$ cat config.mk
export PLATFORM = sky130hd
export DESIGN_NAME = rx_irq_coalescer
export DESIGN_NICKNAME = d
export VERILOG_FILES = /design/src/rtl/coal_pkg.sv /design/src/rtl/coal_regs.sv /design/src/rtl/coal_pend_cnt.sv /design/src/rtl/coal_age_timer.sv /design/src/rtl/rx_irq_coalescer.sv
export SDC_FILE = /design/constraint.sdc
export NUM_CORES = 1
export LEC_CHECK = 0
export ABC_AREA = 0
export CORE_MARGIN = 8
export CORE_UTILIZATION = 49
export CTS_BUF_LIST = sky130_fd_sc_hd__clkbuf_16
export CTS_CLUSTER_DIAMETER = 120
export CTS_CLUSTER_SIZE = 24
export DETAILED_ROUTE_END_ITERATION = 7
export DONT_BUFFER_PORTS = 1
export HOLD_SLACK_MARGIN = 0.05
export PLACE_DENSITY = 0.71
export SKIP_CTS_REPAIR_TIMING = 1
export SYNTH_ARGS = -nofsm -noshare
export SYNTH_HDL_FRONTEND = slang
export SYNTH_HIERARCHICAL = 1
export SYNTH_SLANG_ARGS = --single-unit
$ cat constraint.sdc
create_clock -name clk -period 2.9 [get_ports clk]
set_input_delay 0.145 -clock clk [delete_from_list [all_inputs] [get_ports clk]]
set_output_delay 0.145 -clock clk [all_outputs]
set_load 0.005 [all_outputs]
$ cat src/rtl/coal_pkg.sv
package coal_pkg;
  localparam int ADDR_W = 12;
  localparam int DATA_W = 32;
  localparam int THR_W  = 7;

  localparam logic [ADDR_W-1:0] OFS_CFG = 12'h20C;
  localparam logic [ADDR_W-1:0] OFS_STS = 12'h220;
  localparam logic [ADDR_W-1:0] OFS_ENA = 12'h228;

  localparam int BIT_RXDONE  = 16;
  localparam int BIT_COAL_EN = 15;
  localparam int CNT_LSB     = 8;
  localparam int AGE_LSB     = 0;

  localparam logic [THR_W-1:0] RST_CNT_LIM = 7'd20;
  localparam logic [THR_W-1:0] RST_AGE_LIM = 7'd20;

  typedef struct packed {
    logic             coal_on;
    logic [THR_W-1:0] cnt_lim;
    logic [THR_W-1:0] age_lim;
  } coal_cfg_t;
endpackage

$ cat src/rtl/coal_regs.sv
module coal_regs
  import coal_pkg::*;
(
  input  logic              clk,
  input  logic              rst_n,
  input  logic              wr_en,
  input  logic [ADDR_W-1:0] wr_addr,
  input  logic [DATA_W-1:0] wr_data,
  output coal_cfg_t         cfg,
  output logic              ena_q,
  output logic              clr_req
);
  logic hit_cfg, hit_ena, hit_sts;

  assign hit_cfg = wr_en && (wr_addr == OFS_CFG);
  assign hit_ena = wr_en && (wr_addr == OFS_ENA);
  assign hit_sts = wr_en && (wr_addr == OFS_STS);
  assign clr_req = hit_sts && wr_data[BIT_RXDONE];

  always_ff @(posedge clk or negedge rst_n) begin
    if (!rst_n) begin
      cfg.coal_on <= 1'b1;
      cfg.cnt_lim <= RST_CNT_LIM;
      cfg.age_lim <= RST_AGE_LIM;
    end else if (hit_cfg) begin
      cfg.coal_on <= wr_data[BIT_COAL_EN];
      cfg.cnt_lim <= wr_data[CNT_LSB +: THR_W];
      cfg.age_lim <= wr_data[AGE_LSB +: THR_W];
    end
  end

  always_ff @(posedge clk or negedge rst_n) begin
    if (!rst_n)       ena_q <= 1'b0;
    else if (hit_ena) ena_q <= wr_data[BIT_RXDONE];
  end

  logic unused_wdata;
  assign unused_wdata = ^{wr_data[DATA_W-1:BIT_RXDONE+1], wr_data[CNT_LSB-1:THR_W]};

  // writes elsewhere leave the enable untouched
  p_ena_hold_r7: assert property (@(posedge clk) disable iff (!rst_n)
    !hit_ena |=> $stable(ena_q));
endmodule

$ cat src/rtl/coal_pend_cnt.sv
module coal_pend_cnt #(
  parameter int CNT_W = 8
) (
  input  logic             clk,
  input  logic             rst_n,
  input  logic             inc,
  input  logic             clr,
  output logic [CNT_W-1:0] cnt_q,
  output logic [CNT_W-1:0] cnt_next
);
  localparam logic [CNT_W-1:0] CNT_MAX = '1;

  always_comb begin
    if (inc && (cnt_q != CNT_MAX)) cnt_next = cnt_q + 1'b1;
    else                           cnt_next = cnt_q;
  end

  always_ff @(posedge clk or negedge rst_n) begin
    if (!rst_n)   cnt_q <= '0;
    else if (clr) cnt_q <= '0;
    else          cnt_q <= cnt_next;
  end
endmodule

$ cat src/rtl/coal_age_timer.sv
module coal_age_timer #(
  parameter int TICKS_PER_UNIT = 20,
  parameter int UNIT_W         = 8
) (
  input  logic              clk,
  input  logic              rst_n,
  input  logic              run,
  input  logic              clr,
  input  logic              tick,
  output logic [UNIT_W-1:0] units_q
);
  localparam int PRE_W = (TICKS_PER_UNIT > 1) ? $clog2(TICKS_PER_UNIT) : 1;
  localparam logic [PRE_W-1:0]  PRE_LAST  = PRE_W'(TICKS_PER_UNIT - 1);
  localparam logic [UNIT_W-1:0] UNITS_MAX = '1;

  logic [PRE_W-1:0] pre_q;

  always_ff @(posedge clk or negedge rst_n) begin
    if (!rst_n) begin
      pre_q   <= '0;
      units_q <= '0;
    end else if (clr || !run) begin
      pre_q   <= '0;
      units_q <= '0;
    end else if (tick) begin
      if (pre_q == PRE_LAST) begin
        pre_q <= '0;
        if (units_q != UNITS_MAX) units_q <= units_q + 1'b1;
      end else begin
        pre_q <= pre_q + 1'b1;
      end
    end
  end

  // no age builds up while nothing is pending
  p_idle_r4: assert property (@(posedge clk) disable iff (!rst_n)
    !run |=> (units_q == '0));
endmodule

$ cat src/rtl/rx_irq_coalescer.sv
module rx_irq_coalescer
  import coal_pkg::*;
#(
  parameter int TICKS_PER_UNIT = 20
) (
  input  logic              clk,
  input  logic              rst_n,
  input  logic              cpl_pulse,
  input  logic              us_tick,
  input  logic              wr_en,
  input  logic [ADDR_W-1:0] wr_addr,
  input  logic [DATA_W-1:0] wr_data,
  output logic              rx_done_sts,
  output logic [DATA_W-1:0] sts_word,
  output logic [DATA_W-1:0] ena_word,
  output logic              irq
);
  localparam int CNT_W  = THR_W + 1;
  localparam int UNIT_W = THR_W + 1;

  coal_cfg_t         cfg;
  logic              ena_q, clr_req;
  logic [CNT_W-1:0]  pend_q, pend_next;
  logic [UNIT_W-1:0] age_q;
  logic              pending, fire_cnt, fire_age, fire_direct, fire;
  logic              sts_q;

  coal_regs u_regs (
    .clk     (clk),
    .rst_n   (rst_n),
    .wr_en   (wr_en),
    .wr_addr (wr_addr),
    .wr_data (wr_data),
    .cfg     (cfg),
    .ena_q   (ena_q),
    .clr_req (clr_req)
  );

  coal_pend_cnt #(.CNT_W(CNT_W)) u_pend (
    .clk      (clk),
    .rst_n    (rst_n),
    .inc      (cpl_pulse),
    .clr      (fire),
    .cnt_q    (pend_q),
    .cnt_next (pend_next)
  );

  assign pending = (pend_q != '0);

  coal_age_timer #(.TICKS_PER_UNIT(TICKS_PER_UNIT), .UNIT_W(UNIT_W)) u_age (
    .clk     (clk),
    .rst_n   (rst_n),
    .run     (pending),
    .clr     (fire),
    .tick    (us_tick),
    .units_q (age_q)
  );

  assign fire_cnt    = cfg.coal_on && (pend_next > {1'b0, cfg.cnt_lim});
  assign fire_age    = cfg.coal_on && pending && (age_q > {1'b0, cfg.age_lim});
  assign fire_direct = !cfg.coal_on && cpl_pulse;
  assign fire        = fire_cnt || fire_age || fire_direct;

  // set takes priority over a same-cycle clear
  always_ff @(posedge clk or negedge rst_n) begin
    if (!rst_n)       sts_q <= 1'b0;
    else if (fire)    sts_q <= 1'b1;
    else if (clr_req) sts_q <= 1'b0;
  end

  assign rx_done_sts = sts_q;
  assign irq         = sts_q && ena_q;

  always_comb begin
    sts_word = '0;
    ena_word = '0;
    sts_word[BIT_RXDONE] = sts_q;
    ena_word[BIT_RXDONE] = ena_q;
  end

  // direct mode sets status on each completion
  p_direct_set_r6: assert property (@(posedge clk) disable iff (!rst_n)
    (!cfg.coal_on && cpl_pulse) |=> sts_q);

  // a clear with no competing set drops the status
  p_clear_r7: assert property (@(posedge clk) disable iff (!rst_n)
    (clr_req && !fire) |=> !sts_q);

  // status is sticky until cleared
  p_sticky_r8: assert property (@(posedge clk) disable iff (!rst_n)
    (sts_q && !clr_req) |=> sts_q);

  // firing empties both counter and timer
  p_fire_reset_r5: assert property (@(posedge clk) disable iff (!rst_n)
    fire |=> (pend_q == '0 && age_q == '0));

  // a count beyond the limit never survives a cycle
  p_cnt_bound_r2: assert property (@(posedge clk) disable iff (!rst_n)
    (cfg.coal_on && pend_q > {1'b0, cfg.cnt_lim}) |=> (pend_q == '0));
endmodule

# == After elaboration in Yosys (flattened, before gate mapping) ==
# Cells that the tools add are included.
# totals
regBits,38
latchBits,0
mem_bits_rw,0
rom_bits,0
output_inout_bits,66
word_cells,51
n_memories,0
# classes
n_addsub,3
n_mul,0
n_div,0
n_lt_le_gt_ge,2
eq_ne,6
n_shift,0
n_mux,11
n_bitwise,0
n_reduce_logical,21
# op_table
cell,n
$mux W8,6
$eq A12 B10 Y1 const B,3
$add A8 B1 Y8 const B,2
$gt A8 B7 Y1,2
$ne A8 B8 Y1 const B,2
$mux W5,3
$logic_and A1 B1 Y1,10
$reduce_bool A2 Y1,4
$reduce_bool A8 Y1,1
$add A5 B1 Y5 const B,1
$eq A5 B5 Y1 const B,1
$logic_or A1 B1 Y1,3
$reduce_and A3 Y1,1
$logic_not A1 Y1,2
$mux W1,2

# == Longest topological paths before layout ==
# logic_depth
word_depth,10
ltp_mapped,15

# == Modules after synthesis ==
# Netlist, hierarchy kept.
# by_module_without_submodules
module,n_inst,cells_per_inst,area_per_inst_um2,seq_area_each_um2
rx_irq_coalescer,1,125,962.2,25.0
coal_regs,1,42,691.9,406.6
coal_age_timer,1,68,685.7,325.3
coal_pend_cnt,1,57,573.0,200.2

# == Least setup slack after synthesis ==
# OpenSTA, ideal clock, no wires.
# synth_timing
path_kind,register -> register
startpoint,reg u_pend.cnt_q[0]
endpoint,reg u_pend.cnt_q[3]
setup_ns,0.083
arrival_time_ns,3.044
required_ns,2.817
setup_slack_ns,-0.227
stages_incl_launch_ff,14
path_buffers,1
synth_period_minus_slack_ns,3.127
path_cell_list,dfrtp_1 -> ha_1 -> and3_2 -> a21boi_4 -> mux2_4 -> ha_1 -> nor2b_4 -> o211ai_2 -> a21oi_1 -> o41ai_2 -> nand2_1 -> clkbuf_2 -> or3_2 -> o21ai_0
# synth_via
elab_chain_cells,8
# synth_lines
element,line_no,source
from (decl),coal_pend_cnt.sv:8,"output logic [CNT_W-1:0] cnt_q,"
from (signal assigned),coal_pend_cnt.sv:21,else cnt_q <= cnt_next;
branches (longest 2 deep; another with $add A8 B1 Y8),--,
$mux W8 *,coal_pend_cnt.sv:14,if (inc && (cnt_q != CNT_MAX)) cnt_next = cnt_q + 1'b1;
named net pend_next[1],rx_irq_coalescer.sv:23,"logic [CNT_W-1:0] pend_q, pend_next;"
$gt A8 B7 Y1 *,rx_irq_coalescer.sv:59,"assign fire_cnt = cfg.coal_on && (pend_next > {1'b0, cfg.cnt_lim});"
$logic_and A1 B1 Y1 *,rx_irq_coalescer.sv:59,
$logic_or A1 B1 Y1 * (2 in series),rx_irq_coalescer.sv:62,assign fire = fire_cnt || fire_age || fire_direct;
named net fire,rx_irq_coalescer.sv:25,"logic pending, fire_cnt, fire_age, fire_direct, fire;"
$mux W8 *,coal_pend_cnt.sv:20,else if (clr) cnt_q <= '0;
# Mark *: on every way through the listed nets, which the timed path passes.
# A chain may end at the register's enable or synchronous reset.

# == Worst setup path in the final report ==
# layout_timing
startpoint,reg u_pend.cnt_q[0]
endpoint,reg u_pend.cnt_q[0]
# The elaborated chain is that of the path after synthesis.

==> impl_results.rst <==
.. list-table::
   :header-rows: 1

   * - Metric
     - Value
   * - Run status
     - completed
   * - Number of search-and-repair iterations in the first detailed-routing pass
     - 4
   * - RSZ-0062 raised after global routing
     - yes
   * - Routed WL
     - between 5000 and 6000 um
   * - Die outline height
     - roughly 93 um
   * - Total core area
     - 0.00585 mm2
   * - Number of cells produced by synthesis
     - between 200 and 300
   * - Proportion of synthesized chip area in sequential cells
     - between 30% and 40%
   * - Maximum count of clock buffers along a single path
     - 2
   * - Gpl congestion
     - 0.769
   * - Finished Cell Area
     - 0.00331 mm2
   * - Area growth, synth to finish
     - 13.7%
   * - Top cells by area in the synthesized netlist
     - sky130_fd_sc_hd__dfrtp_1, sky130_fd_sc_hd__buf_4, sky130_fd_sc_hd__ha_1
   * - Reg power frac
     - 41.6%
   * - Reg2reg path depth
     - 14
   * - Placement-stage cell area
     - 0.00288 mm2
   * - TritonCTS clock tree
     - done
   * - Global-route total usage across every layer
     - between 10% and 20%
   * - Tcrit/Tclk final
     - between 90 and 100%
   * - Max Fanout on Critical Path
     - 6
   * - CP Data Required Time
     - 3.12 ns
   * - Global-route wire length before repair
     - just over 9000 um
   * - Count of unresolved DRC violations after routing
     - 0
   * - Switching pwr
     - approximately 0.3 mW
   * - Final Hold Viols
     - 0
   * - Maximum vdd drop
     - 0.000340 V
   * - Mean Syn Cell Area
     - between 9 and 10 um2
   * - Count of antenna diodes in the layout
     - 0
   * - Minimum setup slack among reg-to-reg paths
     - between 0.02 and 0.025 ns
   * - Hold/Removal Path Class
     - in -> reg
   * - CP Launch Type
     - flip-flop
   * - Avg Vias per Cell
     - ~5.0
   * - Number of endpoints failing setup at the final stage
     - 0
   * - Post-synth ARST share
     - 100%
   * - Number of pins exceeding their max-slew limit in the final report
     - 0
   * - Number of warnings reported in the yosys synthesis log
     - 6
   * - Clock slew seen by the registers of the worst setup and hold paths
     - ~0.060 ns
   * - Sw Ratio
     - 22.7%
   * - Final worst clock skew
     - ~0.0042 ns
   * - Count of boundary I/O pins
     - approximately 120
   * - Per-cell routed wire length
     - about 15 um
   * - Primary flip-flop cell chosen by synthesis mapping
     - sky130_fd_sc_hd__dfrtp_1
   * - Data arrival at the endpoint of the critical path
     - roughly 3.1 ns
   * - Post-layout util
     - between 50% and 60%
   * - Vias in the first global route
     - slightly below 2000
   * - Inserted Clock Buffers
     - 5
   * - Antenna violations before repair
     - 0
   * - GR Overflow Total
     - 0
   * - Share of power burned in combinational logic
     - 11.0%
   * - Hold depth
     - 3
   * - Max-capacitance violation count
     - 0
   * - Total number of placement rows
     - 28
   * - FF/Latch Area
     - approximately 960 um2
   * - Worst hold endpoint
     - u_age/pre_q[0]
   * - Worst Hold Launch
     - us_tick
   * - Insertion delay of the later-clocked pin in the worst-skew pair
     - approximately 0.28 ns
   * - Leak pwr
     - between 1.5 and 2 nW
   * - Share of final-layout standard cells stronger than drive strength 1
     - roughly a quarter
   * - Leading area contributor after synthesis
     - sky130_fd_sc_hd__dfrtp_1
   * - Launch point of the critical path
     - u_pend/cnt_q[0]
   * - Area occupied by multi-input gates
     - 0.00167 mm2
   * - Number of nets in the layout
     - 396
   * - Number of sinks on the clock net
     - 38
   * - Vias after detailed routing
     - a little over 2000
   * - Post-route minimum period
     - between 2 and 3 ns
   * - Post-synth cell types
     - between 60 and 70
   * - Number of H-tree levels
     - 2
   * - Worst slew margin relative to its limit
     - between 60 and 70%
   * - Final WS setup
     - between 0.02 and 0.025 ns
   * - Source of the worst register-to-register timing path
     - u_pend/cnt_q[0]
   * - Cell at the root of the clock tree
     - sky130_fd_sc_hd__clkbuf_16
   * - Endpoint class of the critical path
     - flip-flop
   * - Cell area after synthesis
     - 0.00291 mm2
   * - Fill cell total of the finished layout
     - ~500
   * - EDFF count, synth
     - 0
   * - Pin count of the biggest net entering global routing
     - 39
   * - Area share of the largest cell type after synthesis
     - ~28%
   * - Cell Pwr Density
     - 391 mW/mm2
   * - Type of the worst setup path
     - reg -> reg
   * - Number of violations reported at the end of detailed-routing iteration 0
     - 80
   * - F_max
     - between 300 and 400 MHz
   * - Internal portion of total power
     - approximately 1.0 mW
   * - Aggregate negative setup slack
     - 0 ns
   * - Worst slack after detailed placement
     - -0.0806 ns
   * - Overall die area
     - about 0.0087 mm2
   * - Initial Util
     - 49.8%
   * - Power share of the clock group
     - 47.3%
   * - Die Span X
     - between 90 and 100 um
   * - Endpoint of the worst-slack reg-to-reg timing path
     - u_pend/cnt_q[0]
   * - Port bufs
     - 0
   * - Antenna Nets Post-Route
     - 0
   * - Post-synthesis register bit count
     - 38
   * - Hpwl dp
     - approximately 4400 um
   * - Actual slew at the worst max-slew pin
     - approximately 0.57 ns
## power by group through the flow
| stage | clock, mW | sequential [mW] | combinational [mW] |
|---|---|---|---|
| after global routing | 0.657 | 0.539 | 0.161 |
| after floorplan | 0 | 0.550 | 0.142 |
| after detailed placement | 0 | 0.548 | 0.101 |
| final | 0.613 | 0.539 | 0.143 |
| after global placement | 0 | 0.548 | 0.0986 |
| after CTS | 0.625 | 0.539 | 0.101 |
## layout by cell type (no fill, tap or decap), drive strengths merged, types with 4 or more instances in the layout
| master | instances |
|---|---|
| conb | 62 |
| dfrtp | 33 |
| buf | 21 |
| a21oi | 20 |
| mux2 | 19 |
| inv | 18 |
| dlygate4sd3 | 18 |
| ha | 17 |
| nand2 | 13 |
| nor2 | 10 |
| o21ai | 9 |
| xor2 | 8 |
| nand4 | 6 |
| clkbuf | 5 |
| dfstp | 5 |
| or3 | 5 |
| nor4 | 5 |
| nor2b | 5 |
| nand3 | 4 |
| and3 | 4 |
## worst max-delay path by stage
| stage | end | slack (ns) | cells past startpoint |
|---|---|---|---|
| 2_1_floorplan | u_pend/cnt_q[3] | -0.08 | 13 |
| 3_3_place_gp | u_pend/cnt_q[3] | -0.03 | 13 |
| 3_5_place_dp | u_pend/cnt_q[0] | -0.08 | 14 |
| 4_1_cts | u_pend/cnt_q[0] | -0.11 | 14 |
| 5_1_grt | u_pend/cnt_q[4] | -0.17 | 13 |
| 6_report | u_pend/cnt_q[0] | 0.02 | 14 |
## metal layers
metal  wire, um  vias up  global-route usage [%]
met2       3080       54                    23.1
met1       2390      995                    14.5
li1           -      966                       -
met4         90        0                    5.64
met5          0        -                       0
met3        347        8                    3.77
## sequential cells by signal, indices dropped and copies added, names as in the netlist
| signal | cells |
|---|---|
| u_age/units_q | 8 |
| u_age/pre_q | 5 |
| u_pend/cnt_q | 8 |
| u_regs/ena_q | 1 |
| u_regs/cfg | 15 |
| rx_done_sts | 1 |
## synthesized netlist by cell type (2+ instances only)
| library cell | number |
|---|---|
| sky130_fd_sc_hd__nor3_1 | 2 |
| sky130_fd_sc_hd__and2b_1 | 2 |
| sky130_fd_sc_hd__inv_1 | 17 |
| sky130_fd_sc_hd__buf_6 | 2 |
| sky130_fd_sc_hd__mux2_2 | 16 |
| sky130_fd_sc_hd__mux2i_1 | 3 |
| sky130_fd_sc_hd__ha_1 | 17 |
| sky130_fd_sc_hd__and3_2 | 2 |
| sky130_fd_sc_hd__nor4_2 | 2 |
| sky130_fd_sc_hd__nand2_1 | 13 |
| sky130_fd_sc_hd__and3_1 | 2 |
| sky130_fd_sc_hd__nand3_1 | 4 |
| sky130_fd_sc_hd__nor4_1 | 2 |
| sky130_fd_sc_hd__or3_1 | 4 |
| sky130_fd_sc_hd__o21ai_0 | 7 |
| sky130_fd_sc_hd__nand4_1 | 6 |
| sky130_fd_sc_hd__dfstp_2 | 5 |
| sky130_fd_sc_hd__xor2_1 | 8 |
| sky130_fd_sc_hd__mux2_4 | 3 |
| sky130_fd_sc_hd__nand2b_1 | 3 |
| sky130_fd_sc_hd__nand3b_1 | 2 |
| sky130_fd_sc_hd__buf_4 | 64 |
| sky130_fd_sc_hd__nor2b_1 | 4 |
| sky130_fd_sc_hd__nor2_1 | 10 |
| sky130_fd_sc_hd__dfrtp_1 | 33 |
| sky130_fd_sc_hd__nand4b_1 | 2 |
| sky130_fd_sc_hd__a21oi_1 | 20 |
| sky130_fd_sc_hd__o21ai_1 | 2 |
## per-stage QoR
stage	instances	hold slack [ns]	power, mW
after floorplan	353	-0.151	0.692
after global placement	377	-0.149	0.647
after detailed placement	377	-0.149	0.649
after CTS	385	-0.451	1.27
after global routing	406	0.138	1.36
final	406	0.0990	1.29
## kinds of logic (layout without fill, tap and decap cells)
group / count (synthesis) / in the layout / synth area share (%)
compound gates: 45 / 45 / 11.4
xor+xnor: 8 / 8 / 2.41
fa+ha+maj: 17 / 17 / 7.30
buf+inv: 86 / 64 / 19.9
flops: 38 / 38 / 32.9
mux: 22 / 22 / 8.76
other cells: 1 / 62 / 0.129
simple gates: 75 / 75 / 17.2
## cell type report
type	count	share of cell area, %
Clock buffer	5	3.78
Clock inverter	3	1.13
Inverter	17	1.93
Multi-Input combinational cell	229	50.3
Sequential cell	38	28.9
Tap cell	75	2.83
Timing Repair Buffer	39	11.1
## worst max-delay path, stage by stage, from the launching register on
cell and delay, ns:
sky130_fd_sc_hd__dfrtp_1 0.38, sky130_fd_sc_hd__ha_2 0.20, sky130_fd_sc_hd__and3_4 0.17, sky130_fd_sc_hd__buf_6 0.12, sky130_fd_sc_hd__a211oi_4 0.23, sky130_fd_sc_hd__xor2_1 0.21
sky130_fd_sc_hd__ha_1 0.28, sky130_fd_sc_hd__a21oi_2 0.16, sky130_fd_sc_hd__nor2b_2 0.05, sky130_fd_sc_hd__o41ai_2 0.32, sky130_fd_sc_hd__nand2_1 0.13, sky130_fd_sc_hd__buf_6 0.16
sky130_fd_sc_hd__buf_4 0.15, sky130_fd_sc_hd__nor2b_2 0.11, sky130_fd_sc_hd__mux2_4 0.14
Note: power is estimated with default switching activity, not from simulation.
